### src/rtl/ecc_cap_pkg.sv
package ecc_cap_pkg;
  typedef enum logic [1:0] {
    ERR_NONE = 2'd0,
    ERR_SBE  = 2'd1,
    ERR_MBE  = 2'd2
  } err_kind_e;

  // low register field positions (software decodes these)
  localparam int unsigned POS_SBE  = 0;
  localparam int unsigned POS_MBE  = 1;
  localparam int unsigned POS_NMI  = 2;
  localparam int unsigned POS_BERR = 3;
  localparam int unsigned POS_SYN  = 4;

  // a clear command needs both flag bits written as one
  function automatic logic is_clear_cmd(input logic wr, input logic [1:0] flag_bits);
    return wr & flag_bits[1] & flag_bits[0];
  endfunction
endpackage

### src/rtl/ecc_evt_pick.sv
module ecc_evt_pick
  import ecc_cap_pkg::*;
#(
  parameter int unsigned ADDR_W = 32,
  parameter int unsigned CAPT_W = 19,
  parameter int unsigned SYN_W  = 8
) (
  input  logic              ce_valid,
  input  logic [ADDR_W-1:0] ce_addr,
  input  logic [SYN_W-1:0]  ce_syn,
  input  logic              ue_valid,
  input  logic [ADDR_W-1:0] ue_addr,
  input  logic [SYN_W-1:0]  ue_syn,
  output err_kind_e         pick_kind,
  output logic [CAPT_W-1:0] pick_hi,
  output logic [SYN_W-1:0]  pick_syn
);
  // keep the top CAPT_W address bits
  function automatic logic [CAPT_W-1:0] upper_bits(input logic [ADDR_W-1:0] a);
    return a[ADDR_W-1 -: CAPT_W];
  endfunction

  // multi-bit error has priority
  always_comb begin
    pick_kind = ERR_NONE;
    pick_hi   = '0;
    pick_syn  = '0;
    if (ue_valid) begin
      pick_kind = ERR_MBE;
      pick_hi   = upper_bits(ue_addr);
      pick_syn  = ue_syn;
    end else if (ce_valid) begin
      pick_kind = ERR_SBE;
      pick_hi   = upper_bits(ce_addr);
      pick_syn  = ce_syn;
    end
  end
endmodule

### src/rtl/ecc_cap_store.sv
module ecc_cap_store
  import ecc_cap_pkg::*;
#(
  parameter int unsigned CAPT_W = 19,
  parameter int unsigned SYN_W  = 8
) (
  input  logic              clk,
  input  logic              rst_n,
  input  err_kind_e         pick_kind,
  input  logic [CAPT_W-1:0] pick_hi,
  input  logic [SYN_W-1:0]  pick_syn,
  input  logic              clr_cmd,
  output logic              sbe_q,
  output logic              mbe_q,
  output logic [CAPT_W-1:0] hi_q,
  output logic [SYN_W-1:0]  syn_q,
  output logic              busy,
  output logic              cap_fire,
  output logic              clr_fire
);
  assign busy     = sbe_q | mbe_q;
  assign cap_fire = !busy && (pick_kind != ERR_NONE);
  assign clr_fire = busy && clr_cmd;

  always_ff @(posedge clk) begin
    if (!rst_n) begin
      sbe_q <= 1'b0;
      mbe_q <= 1'b0;
      hi_q  <= '0;
      syn_q <= '0;
    end else if (clr_fire) begin
      sbe_q <= 1'b0;
      mbe_q <= 1'b0;
    end else if (cap_fire) begin
      sbe_q <= (pick_kind == ERR_SBE);
      mbe_q <= (pick_kind == ERR_MBE);
      hi_q  <= pick_hi;
      syn_q <= pick_syn;
    end
  end

  p_one_flag_r5: assert property (@(posedge clk) disable iff (!rst_n)
    !(sbe_q && mbe_q));

  p_hold_r5: assert property (@(posedge clk) disable iff (!rst_n)
    (busy && !clr_cmd) |=> ($stable(hi_q) && $stable(syn_q) && $stable(sbe_q) && $stable(mbe_q)));

  p_clear_r7: assert property (@(posedge clk) disable iff (!rst_n)
    clr_fire |=> (!sbe_q && !mbe_q));

  p_capture_r3: assert property (@(posedge clk) disable iff (!rst_n)
    cap_fire |=> (busy && hi_q == $past(pick_hi) && syn_q == $past(pick_syn)));
endmodule

### src/rtl/ecc_ctl_bits.sv
module ecc_ctl_bits (
  input  logic clk,
  input  logic rst_n,
  input  logic wr,
  input  logic wd_scrub_dis,
  input  logic wd_berr_en,
  input  logic wd_nmi_en,
  input  logic ce_valid,
  output logic scrub_dis,
  output logic berr_en,
  output logic nmi_en,
  output logic scrub_req
);
  logic scrub_now;
  assign scrub_now = ce_valid && !scrub_dis;

  always_ff @(posedge clk) begin
    if (!rst_n) begin
      scrub_dis <= 1'b0;
      berr_en   <= 1'b0;
      nmi_en    <= 1'b0;
      scrub_req <= 1'b0;
    end else begin
      scrub_req <= scrub_now;
      if (wr) begin
        scrub_dis <= wd_scrub_dis;
        berr_en   <= wd_berr_en;
        nmi_en    <= wd_nmi_en;
      end
    end
  end

  p_scrub_on_r11: assert property (@(posedge clk) disable iff (!rst_n)
    (ce_valid && !scrub_dis) |=> scrub_req);

  p_scrub_off_r11: assert property (@(posedge clk) disable iff (!rst_n)
    (!ce_valid || scrub_dis) |=> !scrub_req);

  p_write_r2: assert property (@(posedge clk) disable iff (!rst_n)
    wr |=> (scrub_dis == $past(wd_scrub_dis) && berr_en == $past(wd_berr_en) && nmi_en == $past(wd_nmi_en)));
endmodule

### src/rtl/ecc_err_capture.sv
module ecc_err_capture
  import ecc_cap_pkg::*;
#(
  parameter int unsigned ADDR_W = 32,
  parameter int unsigned CAPT_W = 19,
  parameter int unsigned SYN_W  = 8,
  localparam int unsigned REG_W = CAPT_W + SYN_W + 5
) (
  input  logic              clk,
  input  logic              rst_n,
  input  logic              ce_valid,
  input  logic [ADDR_W-1:0] ce_addr,
  input  logic [SYN_W-1:0]  ce_syn,
  input  logic              ue_valid,
  input  logic [ADDR_W-1:0] ue_addr,
  input  logic [SYN_W-1:0]  ue_syn,
  input  logic              reg_wr,
  input  logic [REG_W-1:0]  reg_wdata,
  output logic [REG_W-1:0]  reg_rdata,
  output logic              nmi_req,
  output logic              berr_req,
  output logic              scrub_req
);
  localparam int unsigned POS_SCRUB = REG_W - 1;

  // assemble the readable word
  function automatic logic [REG_W-1:0] pack_word(
    input logic sd, input logic [CAPT_W-1:0] hi, input logic [SYN_W-1:0] syn,
    input logic be, input logic ne, input logic mf, input logic sf);
    return {sd, hi, syn, be, ne, mf, sf};
  endfunction

  err_kind_e         pick_kind;
  logic [CAPT_W-1:0] pick_hi;
  logic [SYN_W-1:0]  pick_syn;
  logic              sbe_q, mbe_q, busy, cap_fire, clr_fire, clr_cmd;
  logic [CAPT_W-1:0] hi_q;
  logic [SYN_W-1:0]  syn_q;
  logic              scrub_dis, berr_en, nmi_en;

  assign clr_cmd = is_clear_cmd(reg_wr, reg_wdata[POS_MBE:POS_SBE]);

  ecc_evt_pick #(.ADDR_W(ADDR_W), .CAPT_W(CAPT_W), .SYN_W(SYN_W)) u_pick (
    .ce_valid(ce_valid), .ce_addr(ce_addr), .ce_syn(ce_syn),
    .ue_valid(ue_valid), .ue_addr(ue_addr), .ue_syn(ue_syn),
    .pick_kind(pick_kind), .pick_hi(pick_hi), .pick_syn(pick_syn)
  );

  ecc_cap_store #(.CAPT_W(CAPT_W), .SYN_W(SYN_W)) u_store (
    .clk(clk), .rst_n(rst_n),
    .pick_kind(pick_kind), .pick_hi(pick_hi), .pick_syn(pick_syn),
    .clr_cmd(clr_cmd),
    .sbe_q(sbe_q), .mbe_q(mbe_q), .hi_q(hi_q), .syn_q(syn_q),
    .busy(busy), .cap_fire(cap_fire), .clr_fire(clr_fire)
  );

  ecc_ctl_bits u_ctl (
    .clk(clk), .rst_n(rst_n), .wr(reg_wr),
    .wd_scrub_dis(reg_wdata[POS_SCRUB]),
    .wd_berr_en(reg_wdata[POS_BERR]),
    .wd_nmi_en(reg_wdata[POS_NMI]),
    .ce_valid(ce_valid),
    .scrub_dis(scrub_dis), .berr_en(berr_en), .nmi_en(nmi_en),
    .scrub_req(scrub_req)
  );

  assign reg_rdata = pack_word(scrub_dis, hi_q, syn_q, berr_en, nmi_en, mbe_q, sbe_q);
  assign nmi_req   = sbe_q & nmi_en;
  assign berr_req  = mbe_q & berr_en;

  p_mbe_wins_r6: assert property (@(posedge clk) disable iff (!rst_n)
    (!busy && ue_valid) |=> (reg_rdata[POS_MBE] && !reg_rdata[POS_SBE]));

  p_ce_capture_r3: assert property (@(posedge clk) disable iff (!rst_n)
    (!busy && ce_valid && !ue_valid) |=> reg_rdata[POS_SBE]);

  p_nmi_level_r9: assert property (@(posedge clk) disable iff (!rst_n)
    nmi_req == (reg_rdata[POS_SBE] && reg_rdata[POS_NMI]));

  p_berr_level_r10: assert property (@(posedge clk) disable iff (!rst_n)
    berr_req == (reg_rdata[POS_MBE] && reg_rdata[POS_BERR]));

  p_no_clear_while_idle_r8: assert property (@(posedge clk) disable iff (!rst_n)
    (clr_fire && (ce_valid || ue_valid)) |=> !busy);
endmodule

### config.mk
export PLATFORM = sky130hd
export DESIGN_NAME = ecc_err_capture
export DESIGN_NICKNAME = d
export VERILOG_FILES = /design/src/rtl/ecc_cap_pkg.sv /design/src/rtl/ecc_evt_pick.sv /design/src/rtl/ecc_cap_store.sv /design/src/rtl/ecc_ctl_bits.sv /design/src/rtl/ecc_err_capture.sv
export SDC_FILE = /design/constraint.sdc
export NUM_CORES = 1
export LEC_CHECK = 0
export BUFFER_PORTS_ARGS = -buffer_cell sky130_fd_sc_hd__buf_2
export CAP_MARGIN = 20
export CORE_MARGIN = 2
export CORE_UTILIZATION = 39
export DETAILED_ROUTE_END_ITERATION = 10
export PLACE_DENSITY_LB_ADDON = 0.12
export RECOVER_POWER = 50
export SYNTH_ARGS = -nofsm -noshare
export SYNTH_HDL_FRONTEND = slang
export SYNTH_SLANG_ARGS = --single-unit
### constraint.sdc
create_clock -name clk -period 3.85 [get_ports clk]
set_clock_uncertainty 0.15 [all_clocks]
set_input_delay 0.1925 -clock clk [delete_from_list [all_inputs] [get_ports clk]]
set_output_delay 0.1925 -clock clk [all_outputs]
set_load 0.05 [all_outputs]
## After elaboration in Yosys (flattened, before gate mapping)

Index checks and enable logic that the tools add are counted.
W data, S select, Z words.

- Flip-flop bits (word level): 33
- Input bits: 117
- Logic and storage cells: 31
- Output and inout bits: 35

- Reductions and logical operators: 8
- Equality and inequality tests: 2
- Bitwise operators: 7
- Mux-type cells: 6

Operators by type and width:

| cell | count |
|---|---|
| $mux W19 | 2 |
| $mux W8 | 2 |
| $and A1 B1 Y1 | 4 |
| $logic_and A1 B1 Y1 | 3 |
| $eq A2 B1 Y1 const B | 1 |
| $eq A2 B2 Y1 const B | 1 |
| $logic_not A1 Y1 | 2 |
| $mux W2 | 1 |
| $not A1 Y1 | 2 |
| $reduce_and A2 Y1 | 1 |
| $reduce_bool A2 Y1 | 1 |
| $reduce_or A2 Y1 | 1 |
| $mux W1 | 1 |
| $or A1 B1 Y1 | 1 |

## Depth between registers and ports, before layout

- Word-level depth: 5
- Gate-level depth with buffers: 5
- Depth with buffers taken out: 3

## Modules after synthesis

A second synthesis with hierarchy kept.

- Cell total of the unflattened synthesis: 188
- Area total of the unflattened synthesis: 1722.9 µm²

Modules (own cells, without submodules):

| module | area each (µm²) | cells each | instances | sequential area each (µm²) |
|---|---|---|---|---|
| ecc_cap_store | 1207.4 | 129 | 1 | 580.6 |
| ecc_evt_pick | 322.8 | 39 | 1 | 0.0 |
| ecc_ctl_bits | 136.4 | 12 | 1 | 80.1 |
| ecc_err_capture | 56.3 | 8 | 1 | 0.0 |

## Worst setup path before layout

No wires, ideal clock.

- Path type: reg2reg
- Start point: reg u_store.sbe_q
- End point: reg u_store.hi_q[10]
- Clock period less this slack: 1.351 ns
- Arrival: 1.140 ns
- Path buffers: 2
- Data required time: 3.639 ns
- Setup slack: 2.499 ns
- Setup time: 0.061 ns
- Stages on the path, launching flop included: 6
- Cells stage by stage: dfxtp_1 -> or2_1 -> buf_6 -> nor2_8 -> buf_8 -> o221a_1

- Longest elaborated chain between the ends: 4
- Elaborated cells between the ends (all ways): 6
- Classes of those cells: bitwise: 2; reduce/logical: 4

Ends and longest elaborated chain:

| item | RTL line | text |
|---|---|---|
| from (decl) | ecc_cap_store.sv:13 | `output logic sbe_q,` |
| from (signal assigned) | ecc_cap_store.sv:35 | `sbe_q <= (pick_kind == ERR_SBE);` |
| $or A1 B1 Y1 * | ecc_cap_store.sv:21 | `assign busy = sbe_q \| mbe_q;` |
| $logic_not A1 Y1 or $logic_and A1 B1 Y1 (tied branches) | ecc_cap_store.sv:22, ecc_cap_store.sv:23 |  |
| $logic_and A1 B1 Y1 or $not A1 Y1 (tied branches) | -- |  |
| $reduce_and A2 Y1 (no line) * | -- |  |
| to (signal assigned) | ecc_cap_store.sv:37 | `hi_q <= pick_hi;` |
| to (decl) | ecc_cap_store.sv:15 | `output logic [CAPT_W-1:0] hi_q,` |

Every way passes the cells marked *; elsewhere a longest branch is shown, timed or not.
A chain may end at the register's enable or synchronous reset.

## Worst setup path in the final report

- Start point: reg u_store.sbe_q
- End point: reg u_store.hi_q[2]

The elaborated chain is that of the path after synthesis.

==> out/summary.md <==
The portion of total power attributed to the clock network was 0.258; the register area was 661 um2. The total nets after synthesis is 272, and the proportion of synthesized flip-flops having asynchronous set or reset is 0. The total of max-cap violations was 0; the final hold violation count was 0.

The worst min-delay path startpoint was ce_valid. 152 I/O pins were placed. Of all cell types, the one taking the most synthesized area is dfxtp_1. The fraction of synthesized cell area in xor and xnor cells is 0, and the relative contribution of sequential cells to total power is 0.420. The H-tree was split into 2 levels. The die covers 4590 um2. Wires add up to 3.71 mm. The number of hold buffers added after CTS was 0. Setup violations remaining at the end of the flow were counted as 0. By startpoint and endpoint, the worst setup path is classified as flip-flop to flip-flop. The antenna violation net count after detailed routing is 0, and the simple-gate share of the synthesized area is 0.0616. For the largest net degree at the start of global routing, the log shows 33.

The fraction of the mapped netlist area in adder cells works out to 0. The reg-to-reg setup timing slack was 1.99 ns. Counting instances, the worst hold path has a depth of 3.

The relative max-transition margin is 0.144. The post-synthesis compound-gate area fraction is 0.352. Setup total negative slack on the finished layout was measured at 0 ns. The fraction of post-synthesis cell area in the top cell type by area works out to 0.417. Power spread over the standard cell area amounts to 458 nW/um2. Count of TritonRoute iterations in the first routing pass: 4.

The routed length per placed instance is 12.6 um, and the final number of max-transition violations is 0. Dividing the detail-routed via count by the number of cells gives 4.88. Among all stages on the critical path, the largest delay is contributed by or2_1.

The portion of netlist area occupied by mux cells is 0.0189. The critical path goes through or2_1 > buf_4 > nor2_8 > o221a_1. After synthesis the netlist holds a flip-flop and latch count of 33. TritonCTS built the clock tree. The worst hold path belongs to the class input port to flip-flop.

The clock passes through at most 2 buffers. The hold path endpoint is u_ctl.scrub_req$_SDFF_PN0_. Among all flip-flop cells after synthesis, the most frequent one is dfxtp_1. Counting every instance in the synthesized netlist gives 155. The final layout contains 360 nets. For the switching power of the nets, the log shows 347 uW.

At the later pin of the worst-skew pair, clock insertion delay measures 0.28 ns. The residual overflow from global routing is 0, and the total via count in the routed design is 1436. The run gives 23 as the row count. The required time of the worst setup path came out at 3.92 ns. Setup repair after global routing left no endpoint under its margin. The worst slack on hold paths was 0.0191 ns; the height of the die was 67.8 um.

Buffer cell driving the clock tree root: clkbuf_8. Routability-driven placement finished with a final weighted congestion of 0.755. The tools report the worst reg2reg path endpoint as u_store.hi_q[2]$_SDFFE_PN0P_. Derived from the worst setup path, the maximum achievable clock frequency is 0.538 GHz. Internal power comes to 602 uW.

The floorplan step defined a core boundary enclosing 3940 um2. The tools report the area taken by multi-input logic gates as 686 um2. The critical-path maximum fanout is 27, and the number of fill cells is 415. The clock buffer count from CTS is 5.

Fraction of the core area covered by cells at the end of the flow: 0.525. The worst setup path is captured at a flip-flop. In this run the horizontal extent of the chip is 67.8 um.

Port buffer count: 98. In this run, synthesis inferred 0 flip-flops with an integrated enable. The area growth from synthesis to layout is 30.5%. For the sequential area share after synthesis, the log shows 0.417. Initial standard-cell utilization of the core: 0.402. For the data arrival at the endpoint of the critical path, the log shows 1.93 ns.

The average cell area after synthesis is 10.2 um2. The number of distinct library cell variants in the gate-level netlist after synthesis was 23; the via count of the first global-routing pass was 1194. The run gives 51 as the initial detailed-routing violation count. The worst-case IR drop observed on VDD is 243 uV. The clock-pin transition on the worst setup and hold timing paths came out at 0.06 ns. The run finished with clean final reports. Part of the total power dissipated in combinational logic: 0.322. For this run, the number of Yosys warnings is 0. The worst-margin pin slew works out to 1.28 ns.

The first global-routing pass estimated 5.49 mm of wire. For the detailed-route DRC error count, the log shows 0. OpenSTA, run right after detailed placement, puts the worst setup slack at 1.59 ns. The tools report the total inserted antenna cells as 0.

Clock tree synthesis found a total of 33 sinks. Start of the worst register-to-register path: u_store.sbe_q$_SDFFE_PP0P_. The global router's overall resource usage was 0.160; the total half-perimeter wirelength after legalization and detailed placement was 2.57 mm. The part of the cycle the worst path needs is 0.483, and the share of layout cells above drive strength 1 is 0.320. The combined buffer and inverter count along the critical path is 1, and the total leakage power is 0.00101 uW. The number of cells on the worst reg-to-reg path was 4.

The final critical delay including setup and external delays was 1.86 ns; the post-synth design cell area was 1590 um2. In the post-route analysis, the smallest setup slack over all paths is 1.99 ns. The completed layout was analyzed and its total power is 948 uW. The main combinational cell family by area after synthesis is compound AO/OA/AOI/OAI gates. Share of total power consumed by net switching: 0.366. STA classifies the critical path startpoint as a flip-flop. The buffers inserted during post-CTS setup optimization is 0, and the maximum single-stage delay on the critical path is 0.41 ns. The run gives 0 as the initial antenna violation count. In the post-synthesis netlist, the biggest area contributors are dfxtp_1 42%, o221a_1 19%, a2bb2oi_1 14%.

The kind of cell with the highest combined delay along the critical path is simple AND/OR/NAND/NOR gates. For the number of gates resized after CTS, the log shows 0.
-- cells in the final DEF, fill, tap and decap left out --
cell and instances:
buf_2 68, clkbuf_1 33, dfxtp_1 33, inv_1 28
o221a_1 27, a2bb2oi_1 26, clkbuf_8 5, nor2_1 3
mux2i_1 3, nor2b_1 3, nand2_1 2, a21oi_1 2
and2_2 1, and2_1 1, or2_1 1, nand2b_1 1
nor2_2 1, nor2_8 1, o2111ai_1 1, o21a_1 1
nor3b_1 1, buf_8 1, buf_4 1
-- power by group through the flow --
stage	registers, uW	clock network (uW)	logic (uW)
6_report	398	245	305
5_1_grt	403	268	325
4_1_cts	397	256	318
3_5_place_dp	405	0	317
3_3_place_gp	405	0	315
2_1_floorplan	521	0	130
-- stage by stage --
stage	instance area, um2	std cells
2_1_floorplan	1590	155
3_3_place_gp	2010	285
3_5_place_dp	2010	285
4_1_cts	2090	293
5_1_grt	2070	294
6_report	2070	294
-- layer usage --
metal | vias to the layer above | global-route usage | part of all wire
li1 | 739 | - | -
met1 | 635 | 0.193 | 0.46
met2 | 58 | 0.252 | 0.46
met3 | 4 | 0.0633 | 0.070
met4 | 0 | 0.0638 | 0.010
met5 | - | 0 | 0
-- cell type report --
type | count | share of cell area
Clock buffer | 8 | 0.0387
Multi-Input combinational cell | 75 | 0.331
Timing Repair Buffer | 100 | 0.230
Sequential cell | 33 | 0.319
Tap cell | 50 | 0.0302
Inverter | 28 | 0.0508
-- worst register-to-register path, stage by stage (launching register included) --
cell and delay, ns:
dfxtp_1 0.34, or2_1 0.41, buf_4 0.29, nor2_8 0.36, o221a_1 0.25
-- kinds of logic after synthesis --
kind of cell / Yosys count
mux: 3
simple gates: 15
compound gates: 57
buf+inv: 47
flops: 33
-- Yosys cell counts (2+ instances only) --
library cell  count
nor2_1            3
buf_2             5
nor2b_1           3
a2bb2oi_1        26
dfxtp_1          33
inv_1            28
clkbuf_1          4
nand2_1           2
buf_8             2
a21oi_1           2
mux2i_1           3
o221a_1          27
buf_4             7
-- worst max-delay path by stage --
stage                                     startpoint                            end  slack, ns  cells past startpoint
after global placement                      ue_valid  u_store.hi_q[12]$_SDFFE_PN0P_       1.57                      4
after floorplan           u_store.sbe_q$_SDFFE_PP0P_  u_store.hi_q[10]$_SDFFE_PN0P_       2.50                      5
final                     u_store.sbe_q$_SDFFE_PP0P_   u_store.hi_q[2]$_SDFFE_PN0P_       1.99                      4
after global routing      u_store.mbe_q$_SDFFE_PP0P_   u_store.hi_q[2]$_SDFFE_PN0P_       1.87                      4
after detailed placement                    ue_valid  u_store.hi_q[12]$_SDFFE_PN0P_       1.59                      4
after CTS                                   ue_valid  u_store.syn_q[0]$_SDFFE_PN0P_       1.88                      4
-- state kept, by name, summed over array words and instances (netlist names) --
register	cells
u_store.hi_q	19
u_store.syn_q	8
u_ctl.berr_en	1
u_ctl.nmi_en	1
u_ctl.scrub_dis	1
u_ctl.scrub_req	1
u_store.mbe_q	1
u_store.sbe_q	1
Note: power is estimated with default switching activity, not from simulation.
